**src/rtl/rdo_pkg.sv**
```systemverilog
package rdo_pkg;
  localparam int CW = 8;

  localparam logic [CW-1:0] CODE_PLUS    = 8'h10;
  localparam logic [CW-1:0] CODE_MINUS   = 8'h11;
  localparam logic [CW-1:0] CODE_OVR     = 8'h12;
  localparam logic [CW-1:0] CODE_ONE     = 8'h01;
  localparam logic [CW-1:0] CODE_DP_BASE = 8'h20;
  localparam logic [CW-1:0] UNIT_NONE    = 8'hFF;

  typedef struct packed {
    logic          blank;
    logic [CW-1:0] code;
  } rdo_char_t;

  localparam rdo_char_t CHAR_BLANK = '{blank: 1'b1, code: '0};
endpackage

```
**src/rtl/rdo_digit_pick.sv**
```systemverilog
module rdo_digit_pick #(
  parameter int DIGITS = 4,
  parameter int PW     = 2
) (
  input  logic [4*DIGITS-1:0] bcd,
  input  logic [PW-1:0]       pos,
  output logic [3:0]          digit
);
  logic [3:0] dg [DIGITS];

  for (genvar i = 0; i < DIGITS; i++) begin : g_dig
    assign dg[i] = bcd[4*(DIGITS-1-i) +: 4];
  end

  always_comb begin
    digit = 4'd0;
    for (int k = 0; k < DIGITS; k++)
      if (pos == PW'(k)) digit = dg[k];
  end
endmodule

```
**src/rtl/rdo_slot_map.sv**
```systemverilog
module rdo_slot_map
  import rdo_pkg::*;
#(
  parameter int DIGITS = 4,
  parameter int UNITS  = 3,
  parameter int SLOT_W = 4,
  parameter int DP_W   = 3
) (
  input  logic [SLOT_W-1:0]   slot_idx,
  input  logic                meas_half,
  input  logic [4*DIGITS-1:0] meas_bcd,
  input  logic                meas_neg,
  input  logic                meas_ovr,
  input  logic [DP_W-1:0]     cfg_dp,
  input  logic                cfg_pol_off,
  input  logic                cfg_lsd_blank,
  input  logic [CW*UNITS-1:0] cfg_units,
  output rdo_char_t           ch
);
  localparam int NUM_SLOTS  = 3 + DIGITS + UNITS;
  localparam int PW         = (DIGITS > 1) ? $clog2(DIGITS) : 1;
  localparam int UW         = (UNITS > 1) ? $clog2(UNITS) : 1;
  localparam logic [SLOT_W-1:0] S_DP    = SLOT_W'(1);
  localparam logic [SLOT_W-1:0] S_SIGN  = SLOT_W'(2);
  localparam logic [SLOT_W-1:0] S_HALF  = SLOT_W'(3);
  localparam logic [SLOT_W-1:0] S_DIG0  = SLOT_W'(4);
  localparam logic [SLOT_W-1:0] S_LSD   = SLOT_W'(3 + DIGITS);
  localparam logic [SLOT_W-1:0] S_UNIT0 = SLOT_W'(4 + DIGITS);
  localparam logic [SLOT_W-1:0] S_LAST  = SLOT_W'(NUM_SLOTS);

  logic [SLOT_W-1:0] dig_rel, unit_rel;
  logic [3:0]        digit;
  logic [CW-1:0]     unit_a [UNITS];
  logic [CW-1:0]     unit_sel;

  assign dig_rel  = slot_idx - S_DIG0;
  assign unit_rel = slot_idx - S_UNIT0;

  rdo_digit_pick #(.DIGITS(DIGITS), .PW(PW)) u_pick (
    .bcd  (meas_bcd),
    .pos  (dig_rel[PW-1:0]),
    .digit(digit)
  );

  for (genvar u = 0; u < UNITS; u++) begin : g_unit
    assign unit_a[u] = cfg_units[CW*u +: CW];
  end

  always_comb begin
    unit_sel = UNIT_NONE;
    for (int k = 0; k < UNITS; k++)
      if (unit_rel[UW-1:0] == UW'(k)) unit_sel = unit_a[k];
  end

  always_comb begin
    ch = CHAR_BLANK;
    if (slot_idx == S_DP) begin
      ch = '{blank: 1'b0, code: CODE_DP_BASE | CW'(cfg_dp)};
    end else if (slot_idx == S_SIGN) begin
      if (!cfg_pol_off) begin
        if (meas_ovr)      ch = '{blank: 1'b0, code: CODE_OVR};
        else if (meas_neg) ch = '{blank: 1'b0, code: CODE_MINUS};
        else               ch = '{blank: 1'b0, code: CODE_PLUS};
      end
    end else if (slot_idx == S_HALF) begin
      if (meas_half) ch = '{blank: 1'b0, code: CODE_ONE};
    end else if (slot_idx >= S_DIG0 && slot_idx <= S_LSD) begin
      if (!(slot_idx == S_LSD && cfg_lsd_blank))
        ch = '{blank: 1'b0, code: CW'(digit)};
    end else if (slot_idx >= S_UNIT0 && slot_idx <= S_LAST) begin
      if (unit_sel != UNIT_NONE) ch = '{blank: 1'b0, code: unit_sel};
    end
  end
endmodule

```
**src/rtl/rdo_out_stage.sv**
```systemverilog
module rdo_out_stage
  import rdo_pkg::*;
(
  input  logic      clk,
  input  logic      rst_n,
  input  logic      in_valid,
  output logic      in_ready,
  input  rdo_char_t in_data,
  output logic      out_valid,
  input  logic      out_ready,
  output rdo_char_t out_data
);
  assign in_ready = !out_valid || out_ready;

  always_ff @(posedge clk or negedge rst_n) begin
    if (!rst_n) begin
      out_valid <= 1'b0;
      out_data  <= CHAR_BLANK;
    end else if (in_valid && in_ready) begin
      out_valid <= 1'b1;
      out_data  <= in_data;
    end else if (out_ready) begin
      out_valid <= 1'b0;
    end
  end
endmodule

```
**src/rtl/rdo_slot_encoder.sv**
```systemverilog
module rdo_slot_encoder
  import rdo_pkg::*;
#(
  parameter int DIGITS = 4,
  parameter int UNITS  = 3,
  parameter int DP_W   = 3,
  parameter int SLOT_W = $clog2(3 + DIGITS + UNITS + 1)
) (
  input  logic                clk,
  input  logic                rst_n,
  input  logic                slot_valid,
  output logic                slot_ready,
  input  logic [SLOT_W-1:0]   slot_idx,
  input  logic                meas_half,
  input  logic [4*DIGITS-1:0] meas_bcd,
  input  logic                meas_neg,
  input  logic                meas_ovr,
  input  logic [DP_W-1:0]     cfg_dp,
  input  logic                cfg_pol_off,
  input  logic                cfg_lsd_blank,
  input  logic [CW*UNITS-1:0] cfg_units,
  output logic                out_valid,
  input  logic                out_ready,
  output logic [CW-1:0]       out_code,
  output logic                out_blank
);
  rdo_char_t ch_next, ch_q;

  rdo_slot_map #(.DIGITS(DIGITS), .UNITS(UNITS), .SLOT_W(SLOT_W), .DP_W(DP_W)) u_map (
    .slot_idx     (slot_idx),
    .meas_half    (meas_half),
    .meas_bcd     (meas_bcd),
    .meas_neg     (meas_neg),
    .meas_ovr     (meas_ovr),
    .cfg_dp       (cfg_dp),
    .cfg_pol_off  (cfg_pol_off),
    .cfg_lsd_blank(cfg_lsd_blank),
    .cfg_units    (cfg_units),
    .ch           (ch_next)
  );

  rdo_out_stage u_out (
    .clk      (clk),
    .rst_n    (rst_n),
    .in_valid (slot_valid),
    .in_ready (slot_ready),
    .in_data  (ch_next),
    .out_valid(out_valid),
    .out_ready(out_ready),
    .out_data (ch_q)
  );

  assign out_code  = ch_q.code;
  assign out_blank = ch_q.blank;
endmodule

```
**config.mk**
```make
export PLATFORM = sky130hd
export DESIGN_NAME = rdo_slot_encoder
export DESIGN_NICKNAME = d
export VERILOG_FILES = /design/src/rtl/rdo_pkg.sv /design/src/rtl/rdo_digit_pick.sv /design/src/rtl/rdo_slot_map.sv /design/src/rtl/rdo_out_stage.sv /design/src/rtl/rdo_slot_encoder.sv
export SDC_FILE = /design/constraint.sdc
export NUM_CORES = 1
export LEC_CHECK = 0
export BUFFER_PORTS_ARGS = -buffer_cell sky130_fd_sc_hd__buf_2
export CELL_PAD_IN_SITES_DETAIL_PLACEMENT = 2
export CELL_PAD_IN_SITES_GLOBAL_PLACEMENT = 2
export CORE_MARGIN = 2
export CORE_UTILIZATION = 25
export CTS_BUF_LIST = sky130_fd_sc_hd__clkbuf_2 sky130_fd_sc_hd__clkbuf_4 sky130_fd_sc_hd__clkbuf_8
export CTS_CLUSTER_DIAMETER = 80
export DETAILED_ROUTE_END_ITERATION = 7
export PLACE_DENSITY = 0.88
export SYNTH_ARGS = -nofsm -noshare
export SYNTH_HDL_FRONTEND = slang
export SYNTH_HIERARCHICAL = 1
export SYNTH_SLANG_ARGS = --single-unit
```
**constraint.sdc**
```tcl
create_clock -name clk -period 3.1 [get_ports clk]
set_clock_uncertainty 0.2 [all_clocks]
set_input_delay 0.62 -clock clk [delete_from_list [all_inputs] [get_ports clk]]
set_output_delay 0.62 -clock clk [all_outputs]
set_load 0.05 [all_outputs]
```
After elaboration in Yosys (flattened, before gate mapping)
Index checks and enable logic that the tools add are counted.
{"block": "word_totals", "input_bits": 56, "ff_bits": 10, "word_cells": 48}
{"block": "op_classes", "n_lt_le_gt_ge": 4, "reduce_logical": 9, "addsub": 2, "n_mux": 20, "n_eq_ne": 10}
{"operator": "$mux 9", "n": 10}
{"operator": "$mux 8", "n": 3}
{"operator": "$mux 4", "n": 4}
{"operator": "$eq 4x2->1 const B", "n": 2}
{"operator": "$ne 8x8->1 const B", "n": 1}
{"operator": "$eq 2x2->1 const B", "n": 3}
{"operator": "$eq 2x1->1 const B", "n": 2}
{"operator": "$eq 4x1->1 const B", "n": 1}
{"operator": "$eq 4x3->1 const B", "n": 1}
{"operator": "$ge 4x3->1 const B", "n": 1}
{"operator": "$ge 4x4->1 const B", "n": 1}
{"operator": "$le 4x3->1 const B", "n": 1}
{"operator": "$le 4x4->1 const B", "n": 1}
{"operator": "$logic_and 1x1->1", "n": 4}
{"operator": "$logic_not 2->1", "n": 2}
{"operator": "$sub 2x1->2 const B", "n": 2}
{"operator": "$mux 1", "n": 3}
{"operator": "$reduce_bool 2->1", "n": 1}
{"operator": "$logic_not 1->1", "n": 1}
{"operator": "$logic_or 1x1->1", "n": 1}

Longest topological paths before layout
Gate-level depths: netlist (run 1).
{"block": "logic_depth", "depth_word": 12, "mapped_depth": 8}

Cells and area by module
The synthesis (run 1) kept the hierarchy.
{"mod": "rdo_out_stage", "seq_area_each_um2": 251.5, "instances": 1, "cells_each": 22, "area_per_inst_um2": 426.7}
{"mod": "rdo_slot_map", "seq_area_each_um2": 0.0, "instances": 1, "cells_each": 58, "area_per_inst_um2": 409.1}
{"mod": "rdo_digit_pick", "seq_area_each_um2": 0.0, "instances": 1, "cells_each": 4, "area_per_inst_um2": 105.1}

Least setup slack after synthesis (run 1)
No wires, ideal clock.
{"block": "synth_path", "path_type": "input to register", "from": "input slot_idx[1]", "to": "register u_out/out_data[1] (netlist name)", "arrival_time_ns": 2.113, "setup_slack_ns": 0.662, "stages": 8, "cell_sequence": "buf_6 nand2b_1 buf_6 o22ai_1 or4_4 o21ai_4 o21ai_0 mux2_4"}
{"item": "start, declared", "line": "rdo_slot_encoder.sv:13", "source": "input logic [SLOT_W-1:0] slot_idx,"}
{"item": "end signal, assigned", "line": "rdo_out_stage.sv:21", "source": "out_data <= in_data;"}
{"item": "end, declared", "line": "rdo_out_stage.sv:11", "source": "output rdo_char_t out_data"}

==> results.cfg, run 1 <==
[outcome]
outcome = complete, no violations

[setup_path]
cp-start-kind = primary input
crit_fanout = 12
path_class = primary input to register
end_kind = register
cp_data_required_time_ns = 3.02
arrival_ns = 2.62

[final_layout]
layout.nets = 208
layout.cells.most_common = buf_2
layoutNonFillerInstCount = 199
final_cell_mix = buf_2, mux2_4, dfrtp_1
area_delta_synth_final_pct = 44.5
num_antenna_cells = 0
layout-drive-gt1-share = 0.616

[die]
initial_core_util = 0.259
die_x_um = 65.4
placementRows = 22
die_area_sq_mm = 0.00427
core_area_sq_mm = 0.00363
ios = 67
die_h_um = 65.4

[place]
pre_cts_slack_ns = 0.139
gp_congestion = 0.769
port_buffers = 66
hpwlAfterDp_um = 2770
dp_cells = 195

[global_route]
grt_start_max_net_pins = 20
grt_use_total = 0.160
grt_pass1_wl_um = 5240
antenna_found_initial = 0
gr-total-overflow = 0
grt_pass1_vias = 1070

[timing]
rsz0062_at_grt = no
setup_ws_ns = 0.406
slew_headroom = 0.574
hold_viol_final = 0
finalSetupViolations = 0
worst_pin_slew_ns = 0.634
fmax_mhz = 371
period_minus_slack_ns = 2.69
period_share = 0.869
tns_ns = 0
drv_slew = 0

[routing]
drc_errors = 0
drt.antenna.violating_nets = 0
drtIter0Drc = 22
vias = 963
drt_wl_total_um = 3210
drt_pass1_iterations = 5
vias_per_cell = 4.84
wl_per_cell_um = 16.1

[clock_tree]
cts_tree = yes
numClockSinks = 10
cts_hold_buf = 0
htree_num_levels = 1
clk_latency_ns = 0.24
cts_buffers = 3
path_clk_slew_ns = 0.05
cts_root_buffer = clkbuf_8
cts_setup_buffers = 0
clockBufferDepth = 2
cts_resized = 0

[yosys]
yosysSeqAreaShare = 0.267
netlist-cell-type-count = 32
syn_area_sq_um = 941
yosysWarnings = 6
synth_area_per_cell_sq_um = 11.2
syn-num-nets = 140
syn_inst = 84
synth_seq_cells = 10

[worst_hold_path]
min_path_type = primary input to asynchronous set/reset pin

[power]
ir_worst_vdd_mv = 0.106
power.density_mw_per_mm2 = 414
p_leak_uw = 0.000701

[run]
drv_cap = 0
-- sequential cells by signal, indices dropped and copies added (netlist names) --
| name | cells |
|---|---|
| u_out/out_data | 9 |
| u_out/out_valid | 1 |
-- stage by stage --
stage / util / hold WS, ns / cell area [sq um] / total power [uW]
2_1_floorplan: - / 0.124 / 941 / 324
3_3_place_gp: 0.359 / 0.280 / 1310 / 393
3_5_place_dp: 0.359 / 0.294 / 1310 / 402
4_1_cts: 0.374 / 0.0384 / 1360 / 571
5_1_grt: 0.374 / 0.0337 / 1360 / 597
6_report: 0.374 / 0.0302 / 1360 / 563
-- Yosys cell counts, drive strengths merged --
| cell | instances | share of area |
|---|---|---|
| a22oi | 1 | 0.0080 |
| o22a | 4 | 0.037 |
| o22ai | 7 | 0.047 |
| nand2b | 3 | 0.028 |
| nand2 | 4 | 0.033 |
| nor3b | 1 | 0.0080 |
| o21ai | 5 | 0.039 |
| o41ai | 1 | 0.0093 |
| inv | 4 | 0.016 |
| a311oi | 1 | 0.0093 |
| a211oi | 1 | 0.0080 |
| nor3 | 2 | 0.011 |
| dfstp | 1 | 0.028 |
| nor2 | 5 | 0.020 |
| a222oi | 1 | 0.011 |
| and2 | 1 | 0.0067 |
| or4 | 1 | 0.012 |
| and2b | 1 | 0.0080 |
| nand3 | 1 | 0.0053 |
| buf | 3 | 0.032 |
| clkbuf | 1 | 0.0040 |
| mux2 | 17 | 0.24 |
| nand4 | 1 | 0.0067 |
| and3 | 2 | 0.013 |
| a21oi | 2 | 0.011 |
| mux4 | 4 | 0.11 |
| dfrtp | 9 | 0.24 |
-- power breakdown --
group	internal (uW)	leakage (uW)	switching (uW)
logic	97.5	0.000545	137
clock network	112	0.0000288	54.3
registers	151	0.000127	11.6
total	360	0.000701	203
-- layout make-up --
cell class | count | area (sq um)
Inverter | 4 | 15.0
Multi-Input combinational cell | 66 | 641
Sequential cell | 10 | 251
Timing Repair Buffer | 67 | 338
Tap cell | 48 | 60.1
Clock buffer | 4 | 55.1
Fill cell | 434 | 2270
-- path summary, 6_finish.rpt --
check                                                   start                            end  slack [ns]  cells after the start
worst min register to register  u_out/out_data[7]$_DFFE_PN0P_  u_out/out_data[7]$_DFFE_PN0P_        0.30                      1
worst min-delay path                                    rst_n  u_out/out_data[4]$_DFFE_PN0P_        0.03                      1
min in group clk                u_out/out_data[7]$_DFFE_PN0P_  u_out/out_data[7]$_DFFE_PN0P_        0.30                      1
worst max register to register    u_out/out_valid$_DFFE_PN0P_  u_out/out_data[6]$_DFFE_PN0P_        1.86                      3
max in group asynchronous                               rst_n  u_out/out_data[8]$_DFFE_PN1P_        2.41                      1
worst max-delay path                              slot_idx[1]  u_out/out_data[4]$_DFFE_PN0P_        0.41                      7
-- layer usage --
layer | vias up | global-route usage | part of all wire
li1 | 465 | - | -
met1 | 452 | 0.196 | 0.42
met2 | 44 | 0.287 | 0.50
met3 | 2 | 0.0257 | 0.061
met4 | 0 | 0.0469 | 0.0090
met5 | - | 0 | 0
-- cell families after synthesis --
family | after synthesis | share of synthesized area
simple gates | 22 | 0.152
mux | 21 | 0.351
compound gates | 23 | 0.178
buf+inv | 8 | 0.0519
flops | 10 | 0.267
-- critical path: stages --
cell	delay [ns]
buf_2	0.24
nand2b_1	0.38
o22ai_1	0.18
or4_4	0.57
o21ai_4	0.21
o21ai_0	0.13
mux2_4	0.28
Note: power is estimated with default switching activity, not from simulation.
==> inputs of run 2 (changes only) <==
CORE_UTILIZATION = 23   (was 25)
PLACE_DENSITY = 0.82   (was 0.88)
clock period = 2.6 ns   (was 3.1 ns; I/O delays follow)
==> results.cfg, run 2 (same netlist as run 1, synthesis figures left out) <==
[die]
die_h_um = 68.0
ios = 67
initial_core_util = 0.237
core_area_sq_mm = 0.00397
placementRows = 23
die_x_um = 68.0
die_area_sq_mm = 0.00462

[run]
drv_cap = 0

[power]
p_leak_uw = 0.000743
ir_worst_vdd_mv = 0.148
power.density_mw_per_mm2 = 474

[place]
dp_cells = 205
gp_congestion = 0.785
port_buffers = 66
hpwlAfterDp_um = 2790
place_area_sq_mm = 0.00137
pre_cts_slack_ns = 0.0135

[final_layout]
area_delta_synth_final_pct = 52.3
layout.nets = 217
reg_top3 = u_out/out_data: 9 flops, u_out/out_valid: 1 flops
design_area_sq_mm = 0.00143
multi_input_area_sq_um = 641
utilization = 0.361
num_antenna_cells = 0
regMostFlops = u_out/out_data
final_cell_mix = buf_2, buf_4, mux2_4, dfrtp_1, mux2_2
regArea_sq_um = 251
fillers = 457
layout-drive-gt1-share = 0.631
layoutNonFillerInstCount = 210
largest_reg_flops = 9
layout.cells.most_common = buf_2

[clock_tree]
htree_num_levels = 1
cts_tree = yes
clockBufferDepth = 2
cts_buffers = 3
clk_latency_ns = 0.24
path_clk_slew_ns = 0.05
numClockSinks = 10
cts_root_buffer = clkbuf_8
cts_resized = 0

[routing]
drtIter0Drc = 28
drc_errors = 0
wl_per_cell_um = 15.0
drt.antenna.violating_nets = 0
drt_pass1_iterations = 4
drt_wl_total_um = 3150
vias = 1023
vias_per_cell = 4.87

[timing]
setup_ws_ns = 0.295
fmax_mhz = 434
worst_pin_slew_ns = 0.606
slew_headroom = 0.593
rsz0062_at_grt = no
finalSetupViolations = 0
period_share = 0.886
tns_ns = 0
period_minus_slack_ns = 2.30
drv_slew = 0
hold_viol_final = 0

[setup_path]
path_class = primary input to register
cp-start-kind = primary input
crit_fanout = 8
reg2reg_depth = 3
r2r-start = u_out/out_valid$_DFFE_PN0P_
arrival_ns = 2.22
reg2reg_to = u_out/out_data[5]$_DFFE_PN0P_
cp_data_required_time_ns = 2.52
end_kind = register
crit_path_end = u_out/out_data[3]$_DFFE_PN0P_
r2r_slack_ns = 1.35
crit_path_start = slot_idx[1]

[outcome]
outcome = complete, no violations

[global_route]
grt_util_met1 = 0.164
antenna_found_initial = 0
met2_usage = 0.257
gr-total-overflow = 0
grt_use_total = 0.142
top_usage_layer = met2
grt_start_max_net_pins = 11
grt_pass1_wl_um = 4940
grt_util_met3 = 0.0313
grt_pass1_vias = 1092

[worst_hold_path]
min_path_type = register to register
-- run 2: changes by cell type in the layout (fill, tap and decap cells not counted), sizes merged --
| cell | delta |
|---|---|
| buf | +8 |
| dlygate4sd3 | +1 |
-- run 2: layer usage --
metal / wire length, um / share of wire / up-vias
li1: - / - / 488
met1: 1310 / 0.42 / 487
met2: 1590 / 0.51 / 44
met3: 215 / 0.068 / 4
met4: 27 / 0.0086 / 0
met5: 0 / 0 / -
-- run 2: how the worst min path moves through the flow --
stage                                  startpoint                       endpoint  slack (ns)  cells after the start
global route        u_out/out_data[3]$_DFFE_PN0P_  u_out/out_data[3]$_DFFE_PN0P_        0.32                      1
detailed placement                          rst_n  u_out/out_data[7]$_DFFE_PN0P_        0.19                      1
floorplan                                   rst_n  u_out/out_data[0]$_DFFE_PN0P_        0.02                      0
CTS                 u_out/out_data[3]$_DFFE_PN0P_  u_out/out_data[3]$_DFFE_PN0P_        0.31                      1
finish              u_out/out_data[3]$_DFFE_PN0P_  u_out/out_data[3]$_DFFE_PN0P_        0.30                      1
global placement                            rst_n  u_out/out_data[5]$_DFFE_PN0P_        0.18                      1
-- run 2: area by class of cell --
class                           count  share of cell area
Inverter                            4              0.0105
Timing Repair Buffer               76               0.285
Tap cell                           50              0.0437
Sequential cell                    10               0.176
Clock buffer                        4              0.0384
Multi-Input combinational cell     66               0.447
-- run 2: per-stage QoR --
step                      hold WS (ns)  total power (uW)
after CTS                        0.311               688
final                            0.304               679
after floorplan                 0.0244               386
after global placement           0.183               480
after detailed placement         0.191               492
after global routing             0.321               717
-- run 2: power breakdown --
part | total, uW | internal, uW | switching, uW
Combinational | 293 | 128 | 166
Clock | 193 | 133 | 60.0
Sequential | 193 | 180 | 13.1
-- run 2: repair_timing --
item | in CTS | in global routing
buffers inserted | 0 | 0
hold buffers | 1 | 0
endpoints found under the setup margin | 0 | 0
hold endpoints to repair | 9 | 0
-- run 2: critical path, cell delays in order --
cell and delay [ns]:
buf_2 0.15, nand2b_1 0.22, o22ai_1 0.14, or4_4 0.56, o21ai_4 0.21, o21ai_0 0.14, mux2_4 0.28
==> inputs of run 3 (changes only) <==
CELL_PAD_IN_SITES_DETAIL_PLACEMENT = not set   (was 2)
CELL_PAD_IN_SITES_GLOBAL_PLACEMENT = not set   (was 2)
CORE_UTILIZATION = 42   (was 23)
MAX_ROUTING_LAYER = met4   (was not set)
PLACE_DENSITY = 0.83   (was 0.82)
==> results.cfg, run 3 (same netlist as run 1, synthesis figures left out) <==
[final_layout]
utilization = 0.645
num_antenna_cells = 0
layout.nets = 217
regMostFlops = u_out/out_data
layout.cells.most_common = buf_2
largest_reg_flops = 9
area_delta_synth_final_pct = 48.7
final_cell_mix = buf_2, mux2_4, dfrtp_1
layout-drive-gt1-share = 0.631
fillers = 193
reg_top3 = u_out/out_data: 9 flops, u_out/out_valid: 1 flops

[setup_path]
reg2reg_depth = 3
crit_slowest_cell = or4_4
crit_fanout = 9
path_cells = buf_2 -> nand2b_1 -> o22ai_1 -> or4_4 -> o21ai_4 -> o21ai_0 -> mux2_4
reg2reg_to = u_out/out_data[4]$_DFFE_PN0P_
arrival_ns = 2.27
r2r-start = u_out/out_valid$_DFFE_PN0P_
cp_slowest_stage_delay_ns = 0.56
path_class = primary input to register
cp_data_required_time_ns = 2.55
r2r_slack_ns = 1.36
cp-start-kind = primary input
end_kind = register

[timing]
setup_ws_ns = 0.275
rsz0062_at_grt = no
hold_viol_final = 0
drv_slew = 0
slew_headroom = 0.556
period_share = 0.894
fmax_mhz = 430
period_minus_slack_ns = 2.33
tns_ns = 0
worst_pin_slew_ns = 0.662
finalSetupViolations = 0

[routing]
drt_wl_total_um = 2470
drt_pass1_iterations = 4
drc_errors = 0
drt.antenna.violating_nets = 0
drtIter0Drc = 5
vias_per_cell = 5.35
wl_per_cell_um = 13.1
vias = 1006

[global_route]
grt_start_max_net_pins = 12
grt_pass1_vias = 984
antenna_found_initial = 0
grt_pass1_wl_um = 3900
gr-total-overflow = 0
grt_use_total = 0.203

[run]
drv_cap = 0

[clock_tree]
clockBufferDepth = 2
cts_tree = yes
clk_latency_ns = 0.26
path_clk_slew_ns = 0.06
numClockSinks = 10
cts_root_buffer = clkbuf_4
htree_num_levels = 1
cts_setup_buffers = 0
cts_resized = 0
cts_buffers = 3

[die]
placementRows = 17
ios = 67
die_h_um = 51.3
core_area_sq_mm = 0.00217
die_area_sq_mm = 0.00263
die_x_um = 51.3
initial_core_util = 0.434

[power]
ir_worst_vdd_mv = 0.294
power.density_mw_per_mm2 = 442
p_leak_uw = 0.000740
power.total_uw = 618

[worst_hold_path]
hold_path.startpoint = u_out/out_data[6]$_DFFE_PN0P_
hold_path_depth = 1
min_to = u_out/out_data[6]$_DFFE_PN0P_
min_path_type = register to register

[place]
gp_congestion = 0.797
port_buffers = 66
hpwlAfterDp_um = 2170
pre_cts_slack_ns = 0.00698

[outcome]
outcome = complete, no violations
[run 3: critical path, delay by kind of cell]
| family | cells | cell delay, ns |
|---|---|---|
| compound gates | 3 | 0.48 |
| buf+inv | 1 | 0.20 |
| mux | 1 | 0.28 |
| simple gates | 2 | 0.79 |
[run 3: worst max-delay path by stage]
stage / startpoint / end / slack, ns / depth (start not counted)
finish: slot_idx[1] / u_out/out_data[4]$_DFFE_PN0P_ / 0.27 / 7
global route: slot_idx[1] / u_out/out_data[4]$_DFFE_PN0P_ / 0.21 / 7
CTS: slot_idx[1] / u_out/out_data[4]$_DFFE_PN0P_ / 0.29 / 7
detailed placement: slot_idx[1] / u_out/out_data[4]$_DFFE_PN0P_ / 0.007 / 7
global placement: slot_idx[1] / u_out/out_data[4]$_DFFE_PN0P_ / 0.11 / 7
floorplan: slot_idx[1] / u_out/out_data[1]$_DFFE_PN0P_ / 0.26 / 8
[run 3: where the power goes]
part           total [uW]  internal, uW  switching, uW  leakage (uW)
clock                 136          85.0           50.6     0.0000210
sequential            193           180           13.2      0.000127
combinational         290           129            161      0.000592
total                 618           394            224      0.000740
[run 3: per-layer routing]
layer  track usage  part of all wire
met5             -                 0
met4        0.0746             0.012
met3        0.0175             0.082
met2         0.398              0.51
met1         0.207              0.39
[run 3: layout make-up]
| cell class | count | area, sq um | area share |
|---|---|---|---|
| Multi-Input combinational cell | 66 | 641 | 0.458 |
| Timing Repair Buffer | 76 | 420 | 0.301 |
| Sequential cell | 10 | 251 | 0.180 |
| Clock buffer | 4 | 36.3 | 0.0259 |
| Tap cell | 28 | 35.0 | 0.0250 |
| Inverter | 4 | 15.0 | 0.0107 |
[run 3: per-stage QoR]
step | hold WS, ns | std cells | cell area [sq um]
finish | 0.313 | 188 | 1400
global route | 0.337 | 188 | 1400
CTS | 0.317 | 188 | 1400
detailed placement | 0.182 | 183 | 1350
global placement | 0.179 | 183 | 1350
floorplan | 0.0244 | 84 | 941
[run 3: timing repair]
action | CTS | global route
setup endpoints to repair | 0 | 0
hold buffers | 1 | 0
hold endpoints to repair | 9 | 0
